File: src/rtl/uart_mm_pkg.sv
package uart_mm_pkg;
  localparam int IDX_W = 4;

  typedef struct packed {
    logic             txStart;
    logic             txStep;
    logic             rxBit;
    logic             rxEnd;
    logic             rxVal;
    logic [IDX_W-1:0] rxIdx;
  } strobe_t;

  function automatic logic [IDX_W-1:0] dataLen(input logic [1:0] sel,
                                               input logic par,
                                               input logic multi);
    logic [1:0] s;
    s = (sel == 2'd3) ? 2'd2 : sel;
    if (multi) return IDX_W'(8);
    return (par ? IDX_W'(6) : IDX_W'(7)) + IDX_W'(s);
  endfunction
endpackage

File: src/rtl/uart_mm_ctrl.sv
module uart_mm_ctrl
  import uart_mm_pkg::*;
#(
  parameter int TIMER_W = 16,
  parameter int OVS     = 16
) (
  input  logic               clk,
  input  logic               rstN,
  input  logic               cfgSync,
  input  logic               cfgExtClk,
  input  logic [TIMER_W-1:0] cfgReload,
  input  logic               extClk,
  input  logic               rxd,
  input  logic [IDX_W-1:0]   lenBits,
  input  logic [IDX_W-1:0]   frameBits,
  input  logic               txFull,
  output strobe_t            str,
  output logic               sclk
);
  localparam int SUB_W = $clog2(OVS);
  localparam logic [SUB_W-1:0] SUB_LAST = SUB_W'(OVS - 1);
  localparam logic [SUB_W-1:0] SMP_A    = SUB_W'(OVS / 2 - 1);
  localparam logic [SUB_W-1:0] SMP_B    = SUB_W'(OVS / 2);
  localparam logic [SUB_W-1:0] SMP_C    = SUB_W'(OVS / 2 + 1);

  logic [TIMER_W-1:0] baudCnt;
  logic [2:0]         extSync;
  logic               rxMeta, rxLine, tick;

  always_ff @(posedge clk or negedge rstN) begin
    if (!rstN) begin
      baudCnt <= '0;
      extSync <= '0;
      rxMeta  <= 1'b1;
      rxLine  <= 1'b1;
    end else begin
      extSync <= {extSync[1:0], extClk};
      rxMeta  <= rxd;
      rxLine  <= rxMeta;
      baudCnt <= (baudCnt == '0) ? cfgReload : baudCnt - 1'b1;
    end
  end

  assign tick = cfgExtClk ? (extSync[1] & ~extSync[2]) : (baudCnt == '0);

  // transmit sequencing
  logic             txBusy, sclkR, endPend, syncFin;
  logic [SUB_W-1:0] txSub;
  logic [IDX_W-1:0] txCnt, txLast;

  assign txLast  = cfgSync ? lenBits - 1'b1 : frameBits + 1'b1;
  assign syncFin = cfgSync && txBusy && tick && !sclkR && (txCnt == txLast);
  assign sclk    = sclkR;

  always_ff @(posedge clk or negedge rstN) begin
    if (!rstN) begin
      txBusy  <= 1'b0;
      txSub   <= '0;
      txCnt   <= '0;
      sclkR   <= 1'b1;
      endPend <= 1'b0;
    end else begin
      endPend <= syncFin;
      if (str.txStart) begin
        txBusy <= 1'b1;
        txSub  <= '0;
        txCnt  <= '0;
      end else if (txBusy && tick) begin
        if (cfgSync) begin
          sclkR <= ~sclkR;
          if (!sclkR) begin
            txCnt <= txCnt + 1'b1;
            if (txCnt == txLast) txBusy <= 1'b0;
          end
        end else begin
          txSub <= txSub + 1'b1;
          if (txSub == SUB_LAST) begin
            txCnt <= txCnt + 1'b1;
            if (txCnt == txLast) txBusy <= 1'b0;
          end
        end
      end
    end
  end

  // asynchronous receive sequencing
  logic             rxBusy, vote, voteNow;
  logic [SUB_W-1:0] rxSub;
  logic [IDX_W-1:0] rxIdx;
  logic [1:0]       smp;

  assign vote    = (smp[0] & smp[1]) | (smp[0] & rxLine) | (smp[1] & rxLine);
  assign voteNow = rxBusy && tick && (rxSub == SMP_C);

  always_ff @(posedge clk or negedge rstN) begin
    if (!rstN) begin
      rxBusy <= 1'b0;
      rxSub  <= '0;
      rxIdx  <= '0;
      smp    <= 2'b11;
    end else if (cfgSync) begin
      rxBusy <= 1'b0;
    end else if (!rxBusy) begin
      if (tick && !rxLine) begin
        rxBusy <= 1'b1;
        rxSub  <= '0;
        rxIdx  <= '0;
      end
    end else if (tick) begin
      rxSub <= rxSub + 1'b1;
      if (rxSub == SMP_A) smp[0] <= rxLine;
      if (rxSub == SMP_B) smp[1] <= rxLine;
      if (rxSub == SUB_LAST) rxIdx <= rxIdx + 1'b1;
      if (voteNow && ((rxIdx == '0 && vote) || rxIdx == frameBits + 1'b1))
        rxBusy <= 1'b0;
    end
  end

  always_comb begin
    str = '0;
    str.txStart = !txBusy && txFull;
    if (cfgSync) begin
      if (txBusy && tick) begin
        if (sclkR) begin
          str.txStep = (txCnt != '0);
        end else begin
          str.rxBit  = 1'b1;
          str.rxIdx  = txCnt;
          str.rxVal  = rxLine;
          str.txStep = (txCnt == txLast);
        end
      end
      if (endPend) begin
        str.rxEnd = 1'b1;
        str.rxVal = 1'b1;
      end
    end else begin
      str.txStep = txBusy && tick && (txSub == SUB_LAST);
      if (voteNow && rxIdx != '0) begin
        str.rxVal = vote;
        if (rxIdx == frameBits + 1'b1) str.rxEnd = 1'b1;
        else begin
          str.rxBit = 1'b1;
          str.rxIdx = rxIdx - 1'b1;
        end
      end
    end
  end

  p_tick_spacing_r4: assert property (@(posedge clk) disable iff (!rstN)
    !cfgExtClk && tick && cfgReload != '0 |=> !tick);

  p_sclk_on_tick_r11: assert property (@(posedge clk) disable iff (!rstN)
    !tick |=> $stable(sclkR));
endmodule

File: src/rtl/uart_mm_dp.sv
module uart_mm_dp
  import uart_mm_pkg::*;
#(
  parameter int DATA_W = 9
) (
  input  logic              clk,
  input  logic              rstN,
  input  logic              cfgSync,
  input  logic              effPar,
  input  logic              cfgParOdd,
  input  logic              effMulti,
  input  logic              cfgWake,
  input  logic [IDX_W-1:0]  lenBits,
  input  strobe_t           str,
  input  logic [DATA_W-1:0] txData,
  input  logic              txAddr,
  input  logic              txValid,
  output logic              txFull,
  output logic [DATA_W-1:0] rxData,
  output logic              rxAddr,
  output logic              rxParErr,
  output logic              rxFrmErr,
  output logic              rxOverrun,
  output logic              rxFull,
  input  logic              rxReady,
  output logic              txd
);
  localparam int SH_W = DATA_W + 3;
  localparam int RX_W = DATA_W + 1;

  logic [DATA_W-1:0] lenMask, txHold, txWord, rxWord;
  logic [SH_W-1:0]   holdX, frameV, txShift;
  logic [RX_W-1:0]   rxShift;
  logic              txHoldAddr, extBit, hasExt;
  logic              rxExt, parBad, drop, pop;

  always_comb begin
    for (int i = 0; i < DATA_W; i++) lenMask[i] = (i < int'(lenBits));
  end

  assign txWord = txHold & lenMask;
  assign holdX  = SH_W'(txWord);
  assign hasExt = effPar | effMulti;
  assign extBit = effMulti ? txHoldAddr : (^txWord ^ cfgParOdd);

  always_comb begin
    frameV[0] = cfgSync ? holdX[0] : 1'b0;
    for (int p = 1; p < SH_W; p++) begin
      if (cfgSync)                              frameV[p] = (p < int'(lenBits)) ? holdX[p] : 1'b1;
      else if (p - 1 < int'(lenBits))           frameV[p] = holdX[p-1];
      else if (p - 1 == int'(lenBits) && hasExt) frameV[p] = extBit;
      else                                      frameV[p] = 1'b1;
    end
  end

  always_ff @(posedge clk or negedge rstN) begin
    if (!rstN) begin
      txHold     <= '0;
      txHoldAddr <= 1'b0;
      txFull     <= 1'b0;
      txShift    <= '1;
    end else begin
      if (txValid && !txFull) begin
        txHold     <= txData;
        txHoldAddr <= txAddr;
        txFull     <= 1'b1;
      end
      if (str.txStart) begin
        txShift <= frameV;
        txFull  <= 1'b0;
      end else if (str.txStep) begin
        txShift <= {1'b1, txShift[SH_W-1:1]};
      end
    end
  end

  assign txd = txShift[0];

  assign rxWord = rxShift[DATA_W-1:0] & lenMask;
  assign rxExt  = rxShift[lenBits];
  assign parBad = effPar && (^rxWord ^ rxExt ^ cfgParOdd);
  assign drop   = effMulti && cfgWake && !rxExt;
  assign pop    = rxFull && rxReady;

  always_ff @(posedge clk or negedge rstN) begin
    if (!rstN) begin
      rxShift   <= '0;
      rxData    <= '0;
      rxAddr    <= 1'b0;
      rxParErr  <= 1'b0;
      rxFrmErr  <= 1'b0;
      rxOverrun <= 1'b0;
      rxFull    <= 1'b0;
    end else begin
      if (str.rxBit) rxShift[str.rxIdx] <= str.rxVal;
      if (pop) begin
        rxFull    <= 1'b0;
        rxOverrun <= 1'b0;
      end
      if (str.rxEnd && !drop) begin
        if (rxFull && !pop) begin
          rxOverrun <= 1'b1;
        end else begin
          rxData    <= rxWord;
          rxAddr    <= effMulti && rxExt;
          rxParErr  <= parBad;
          rxFrmErr  <= !cfgSync && !str.rxVal;
          rxOverrun <= 1'b0;
          rxFull    <= 1'b1;
        end
      end
    end
  end

  p_keep_buffer_r9: assert property (@(posedge clk) disable iff (!rstN)
    rxFull && !rxReady |=> rxFull && $stable(rxData));

  p_valid_after_end_r8: assert property (@(posedge clk) disable iff (!rstN)
    $rose(rxFull) |-> $past(str.rxEnd));

  p_start_low_r3: assert property (@(posedge clk) disable iff (!rstN)
    str.txStart && !cfgSync |=> !txd);

  p_hold_taken_r8: assert property (@(posedge clk) disable iff (!rstN)
    txValid && !txFull |=> txFull);
endmodule

File: src/rtl/uart_multimode.sv
module uart_multimode
  import uart_mm_pkg::*;
#(
  parameter int DATA_W  = 9,
  parameter int TIMER_W = 16,
  parameter int OVS     = 16
) (
  input  logic               clk,
  input  logic               rstN,
  input  logic               cfgSync,
  input  logic [1:0]         cfgLenSel,
  input  logic               cfgParEn,
  input  logic               cfgParOdd,
  input  logic               cfgMulti,
  input  logic               cfgWake,
  input  logic               cfgExtClk,
  input  logic [TIMER_W-1:0] cfgReload,
  input  logic               extClk,
  input  logic [DATA_W-1:0]  txData,
  input  logic               txAddr,
  input  logic               txValid,
  output logic               txReady,
  output logic [DATA_W-1:0]  rxData,
  output logic               rxAddr,
  output logic               rxParErr,
  output logic               rxFrmErr,
  output logic               rxOverrun,
  output logic               rxValid,
  input  logic               rxReady,
  output logic               txd,
  input  logic               rxd,
  output logic               sclk
);
  logic             effPar, effMulti, txFull;
  logic [IDX_W-1:0] lenBits, frameBits;
  strobe_t          str;

  assign effMulti  = cfgMulti & ~cfgSync;
  assign effPar    = cfgParEn & ~effMulti & ~cfgSync;
  assign lenBits   = dataLen(cfgLenSel, effPar, effMulti);
  assign frameBits = lenBits + IDX_W'(effPar | effMulti);
  assign txReady   = ~txFull;

  uart_mm_ctrl #(.TIMER_W(TIMER_W), .OVS(OVS)) uCtrl (
    .clk(clk), .rstN(rstN), .cfgSync(cfgSync), .cfgExtClk(cfgExtClk),
    .cfgReload(cfgReload), .extClk(extClk), .rxd(rxd), .lenBits(lenBits),
    .frameBits(frameBits), .txFull(txFull), .str(str), .sclk(sclk)
  );

  uart_mm_dp #(.DATA_W(DATA_W)) uDp (
    .clk(clk), .rstN(rstN), .cfgSync(cfgSync), .effPar(effPar),
    .cfgParOdd(cfgParOdd), .effMulti(effMulti), .cfgWake(cfgWake),
    .lenBits(lenBits), .str(str), .txData(txData), .txAddr(txAddr),
    .txValid(txValid), .txFull(txFull), .rxData(rxData), .rxAddr(rxAddr),
    .rxParErr(rxParErr), .rxFrmErr(rxFrmErr), .rxOverrun(rxOverrun),
    .rxFull(rxValid), .rxReady(rxReady), .txd(txd)
  );
endmodule

File: config.mk
export PLATFORM = sky130hd
export DESIGN_NAME = uart_multimode
export DESIGN_NICKNAME = d
export VERILOG_FILES = /design/src/rtl/uart_mm_pkg.sv /design/src/rtl/uart_mm_ctrl.sv /design/src/rtl/uart_mm_dp.sv /design/src/rtl/uart_multimode.sv
export SDC_FILE = /design/constraint.sdc
export NUM_CORES = 1
export LEC_CHECK = 0
export BUFFER_PORTS_ARGS = -buffer_cell sky130_fd_sc_hd__buf_2
export CAP_MARGIN = 20
export CORE_ASPECT_RATIO = 0.8
export CORE_UTILIZATION = 55
export DETAILED_ROUTE_END_ITERATION = 8
export PLACE_DENSITY = 0.79
export RECOVER_POWER = 50
export SLEW_MARGIN = 15
export SYNTH_ARGS = -nofsm -noshare
export SYNTH_HDL_FRONTEND = slang
export SYNTH_SLANG_ARGS = --single-unit
File: constraint.sdc
create_clock -name clk -period 7.6 [get_ports clk]
set_clock_uncertainty 0.2 [all_clocks]
set_input_delay 0 -clock clk [delete_from_list [all_inputs] [get_ports clk]]
set_output_delay 0 -clock clk [all_outputs]
set_load 0.02 [all_outputs]
==> results by group <==
Detailed routing
  • Vias per inst: 5.86
  • Via count: 4706
  • Final wirelength: 13200 µm
  • Initial DRC count: 397
  • Routed WL per cell: 16.4 µm
  • Routed Antenna Nets: 0
  • # DRC: 0
  • Initial DRT Pass Iterations: 5

Power
  • Sw Pwr: 575 µW
  • Pint: 1.14 mW
  • Pwr per Cell Area: 264 nW/µm²
  • Logic pwr share: 0.279
  • Switching share of power: 0.335
  • Leak: 2.78 nW
  • Peak supply drop: 0.229 mV
  • Clock network fraction of total power: 0.277
  • Design Power: 1.72 mW
  • Power share of the sequential group: 0.443

STA
  • Setup-failing EPs final: 0
  • Max Fclk: 0.226 GHz
  • Period utilization: 0.583
  • Max-slew violation count: 92
  • Worst-Margin Slew: 3.19 ns
  • Slew headroom: -1.13
  • Sum Neg Setup Slack: 0 ns
  • Post-route minimum period: 4.43 ns
  • Fin Hold WS: 0.0498 ns
  • RSZ-0062 raised after global routing: no
  • Fin. Hold Viols: 0

Status
  • Outcome: finished, violations left
  • Failing checks: max-capacitance violations, max-slew violations

Worst setup path
  • Slowest stage cell, crit path: a211o_1
  • CP Launch Type: input port
  • Worst-path fanout max: 39
  • CP dominant cell by count: ha_1
  • Required @ worst endpoint: 7.66 ns
  • CP delay by family, top: simple AND/OR/NAND/NOR gates
  • Crit path capture type: register
  • CP Data Arrival Time: 4.49 ns
  • Worst Path Class, Setup: input port to register
  • CP Cell Sequence: buf_2, nand2b_1, nand2b_1, ha_1, inv_1, ha_1, nor2_1, inv_1, ha_1, xor2_1, a22oi_2, xnor2_1, nor4_1, a211o_1, mux2i_1, a22oi_1
  • CP Buf/Inv Count: 3
  • Slowest cell delay on critical path: 0.64 ns

Layout
  • Share of cells above drive strength 1: 0.160
  • Non-Filler Instances: 803
  • # fillers: 819
  • FF/Latch Area: 2270 µm²
  • N_diodes: 0
  • Multi-input logic area: 3040 µm²
  • Nets: 720
  • Area growth, synth to finish: 16.0%
  • Post-layout util: 0.665

GRT
  • Tot GR Track Use: 0.271
  • First-pass GRT wire length: 22300 µm
  • Vias in the first global route: 4561
  • Initial antenna violation count: 0
  • Remaining Overflow, GRT: 0
  • Largest net degree at the start of global routing: 62

Logic synthesis
  • Ys flop type: dfrtp_1
  • Post-synth EDFFs: 0
  • Asr flop ratio synth: 1.00
  • Net Count, Synth: 651
  • Synth Cell Area: 5600 µm²
  • Yosys warns: 0
  • Post-synth cell types: 76
  • Sequential fraction of the synthesis area: 0.406
  • #FFs+latches synth: 90
  • Synthesized netlist cell count: 593
  • Avg Cell Area, Syn: 9.45 µm²

Clocking
  • CTS tree: done
  • Clock slew at reported path FFs: 0.07 ns
  • CTS resizes: 0
  • Root Driver: clkbuf_16
  • Num CTS Buffers: 9
  • Sink Count: 90
  • Clk_lat worst skew: 0.35 ns
  • Clock Path Buffers: 2
  • H-tree depth: 3

Die
  • # IOs: 57
  • Die width: 115 µm
  • Core ar.: 9770 µm²
  • Die height: 92.3 µm
  • Initial core utilization: 0.573
  • Rows: 32
  • Die ar.: 10600 µm²

Placed design
  • PortBufs: 56
  • DP Cell Count: 754
  • GPL Wtd Cong: 0.914
  • Hpwl dp: 9020 µm

Run
  • Maxcap violations: 2

Min path
  • Hold crit path type: input port to register
cell families (layout without fill, tap and decap cells):
group	count (synthesis)	in the layout	synth area share
fa+ha+maj	19	19	0.0420
compound gates	137	137	0.164
flops	90	90	0.406
simple gates	199	199	0.177
xor+xnor	40	40	0.0625
buf+inv	61	135	0.0511
mux	47	47	0.0974
final timing paths:
path | from | end | slack, ns | cells after the start
setup reg to reg | uCtrl.rxIdx[0] | uDp.rxData[8] | 4.27 | 9
hold / removal | cfgSync | uDp.txShift[0] | 0.05 | 3
max in group asynchronous | rstN | uCtrl.baudCnt[7] | 3.55 | 4
hold reg to reg | uCtrl.rxMeta | uCtrl.rxLine | 0.16 | 0
min in group asynchronous | rstN | uDp.rxShift[5] | 1.16 | 4
setup / recovery | cfgSync | uDp.txShift[6] | 3.17 | 16
power groups by stage:
stage,clock (mW),sequential (mW),combinational (mW)
final,0.476,0.760,0.479
after global routing,0.505,0.776,0.527
after CTS,0.483,0.757,0.477
after detailed placement,0,0.763,0.459
after global placement,0,0.756,0.442
after floorplan,0,0.727,0.365
metrics by stage:
stage | worst slack (ns) | cell area, µm²
finish | 3.17 | 6500
global route | 2.79 | 6500
CTS | 3.26 | 6550
detailed placement | 2.89 | 5890
global placement | 3.27 | 5890
floorplan | 4.22 | 5600
worst register-to-register path, cell delays in order (launching register included):
cell      delay, ns
dfrtp_1        0.55
inv_1          0.22
ha_1           0.29
and2_1         0.16
or4_1          0.42
o22ai_2        0.23
nand2b_1       0.09
a32o_2         0.30
nor2_4         0.38
mux2_2         0.38
synth_stat cells, drive strengths merged (2+ instances only):
cell	number	area (µm²)
a211oi	3	22.5
buf	17	121
and2	6	37.5
o21bai	2	15.0
nor4b	2	23.8
nor4	7	65.1
mux2	29	353
and3	2	12.5
nor3b	2	15.0
nand4	8	50.1
o21ai	27	139
a22o	10	87.6
o21a	3	22.5
nor3	13	65.1
o22ai	6	43.8
xor2	10	87.6
a221oi	2	17.5
ha	18	225
or3	3	18.8
o211ai	6	45.0
a21o	7	52.6
a21oi	36	180
a31oi	5	31.3
o221ai	4	35.0
nand2	44	165
xnor2	30	263
nor2	66	258
mux2i	17	170
nand3	19	100
nor2b	8	50.1
a22oi	7	57.6
and4b	2	20.0
a32o	3	31.3
nand2b	12	75.1
dfstp	17	447
o31ai	4	30.0
inv	27	101
clkbuf	17	63.8
dfrtp	73	1830
registers in the layout (all words and copies together) (netlist names), 4 cells and up:
| signal | count |
|---|---|
| uDp.rxData | 9 |
| uCtrl.baudCnt | 16 |
| uCtrl.txCnt | 4 |
| uCtrl.rxIdx | 4 |
| uCtrl.txSub | 4 |
| uDp.txHold | 9 |
| uDp.rxShift | 10 |
| uDp.txShift | 12 |
| uCtrl.rxSub | 4 |
layout make-up:
class,instances,area share
Clock buffer,11,0.0358
Timing Repair Buffer,92,0.0924
Sequential cell,90,0.350
Multi-Input combinational cell,442,0.468
Inverter,27,0.0156
Clock inverter,5,0.0123
Tap cell,136,0.0262
placed cells by master (no fill, tap or decap), types with 13 or more instances in the layout:
master         Yosys  layout
buf_2             12      38
o21ai_0           24      24
dfstp_2           17      17
dfrtp_1           73      73
clkbuf_1          17      22
nor3_1            13      13
dlygate4sd3_1      0      32
nand2_1           44      44
mux2_2            16      16
xnor2_1           30      30
ha_1              18      18
inv_1             26      26
nand3_1           18      18
a21oi_1           36      36
nor2_1            64      64
mux2i_1           17      17
metal layers:
metal / global-route usage / vias to the layer above / share of wire
met3: 0.0562 / 17 / 0.075
li1: - / 2247 / -
met1: 0.387 / 2250 / 0.46
met4: 0.0703 / 0 / 0.013
met2: 0.420 / 192 / 0.45
met5: 0 / - / 0
what timing repair did:
action                     4_1_cts  5_1_grt
setup endpoints to repair        0        0
buffers inserted                 0        0
hold endpoints to repair        60        0
hold buffers                    33        0
No activity file was read; power rests on OpenSTA's default activity.
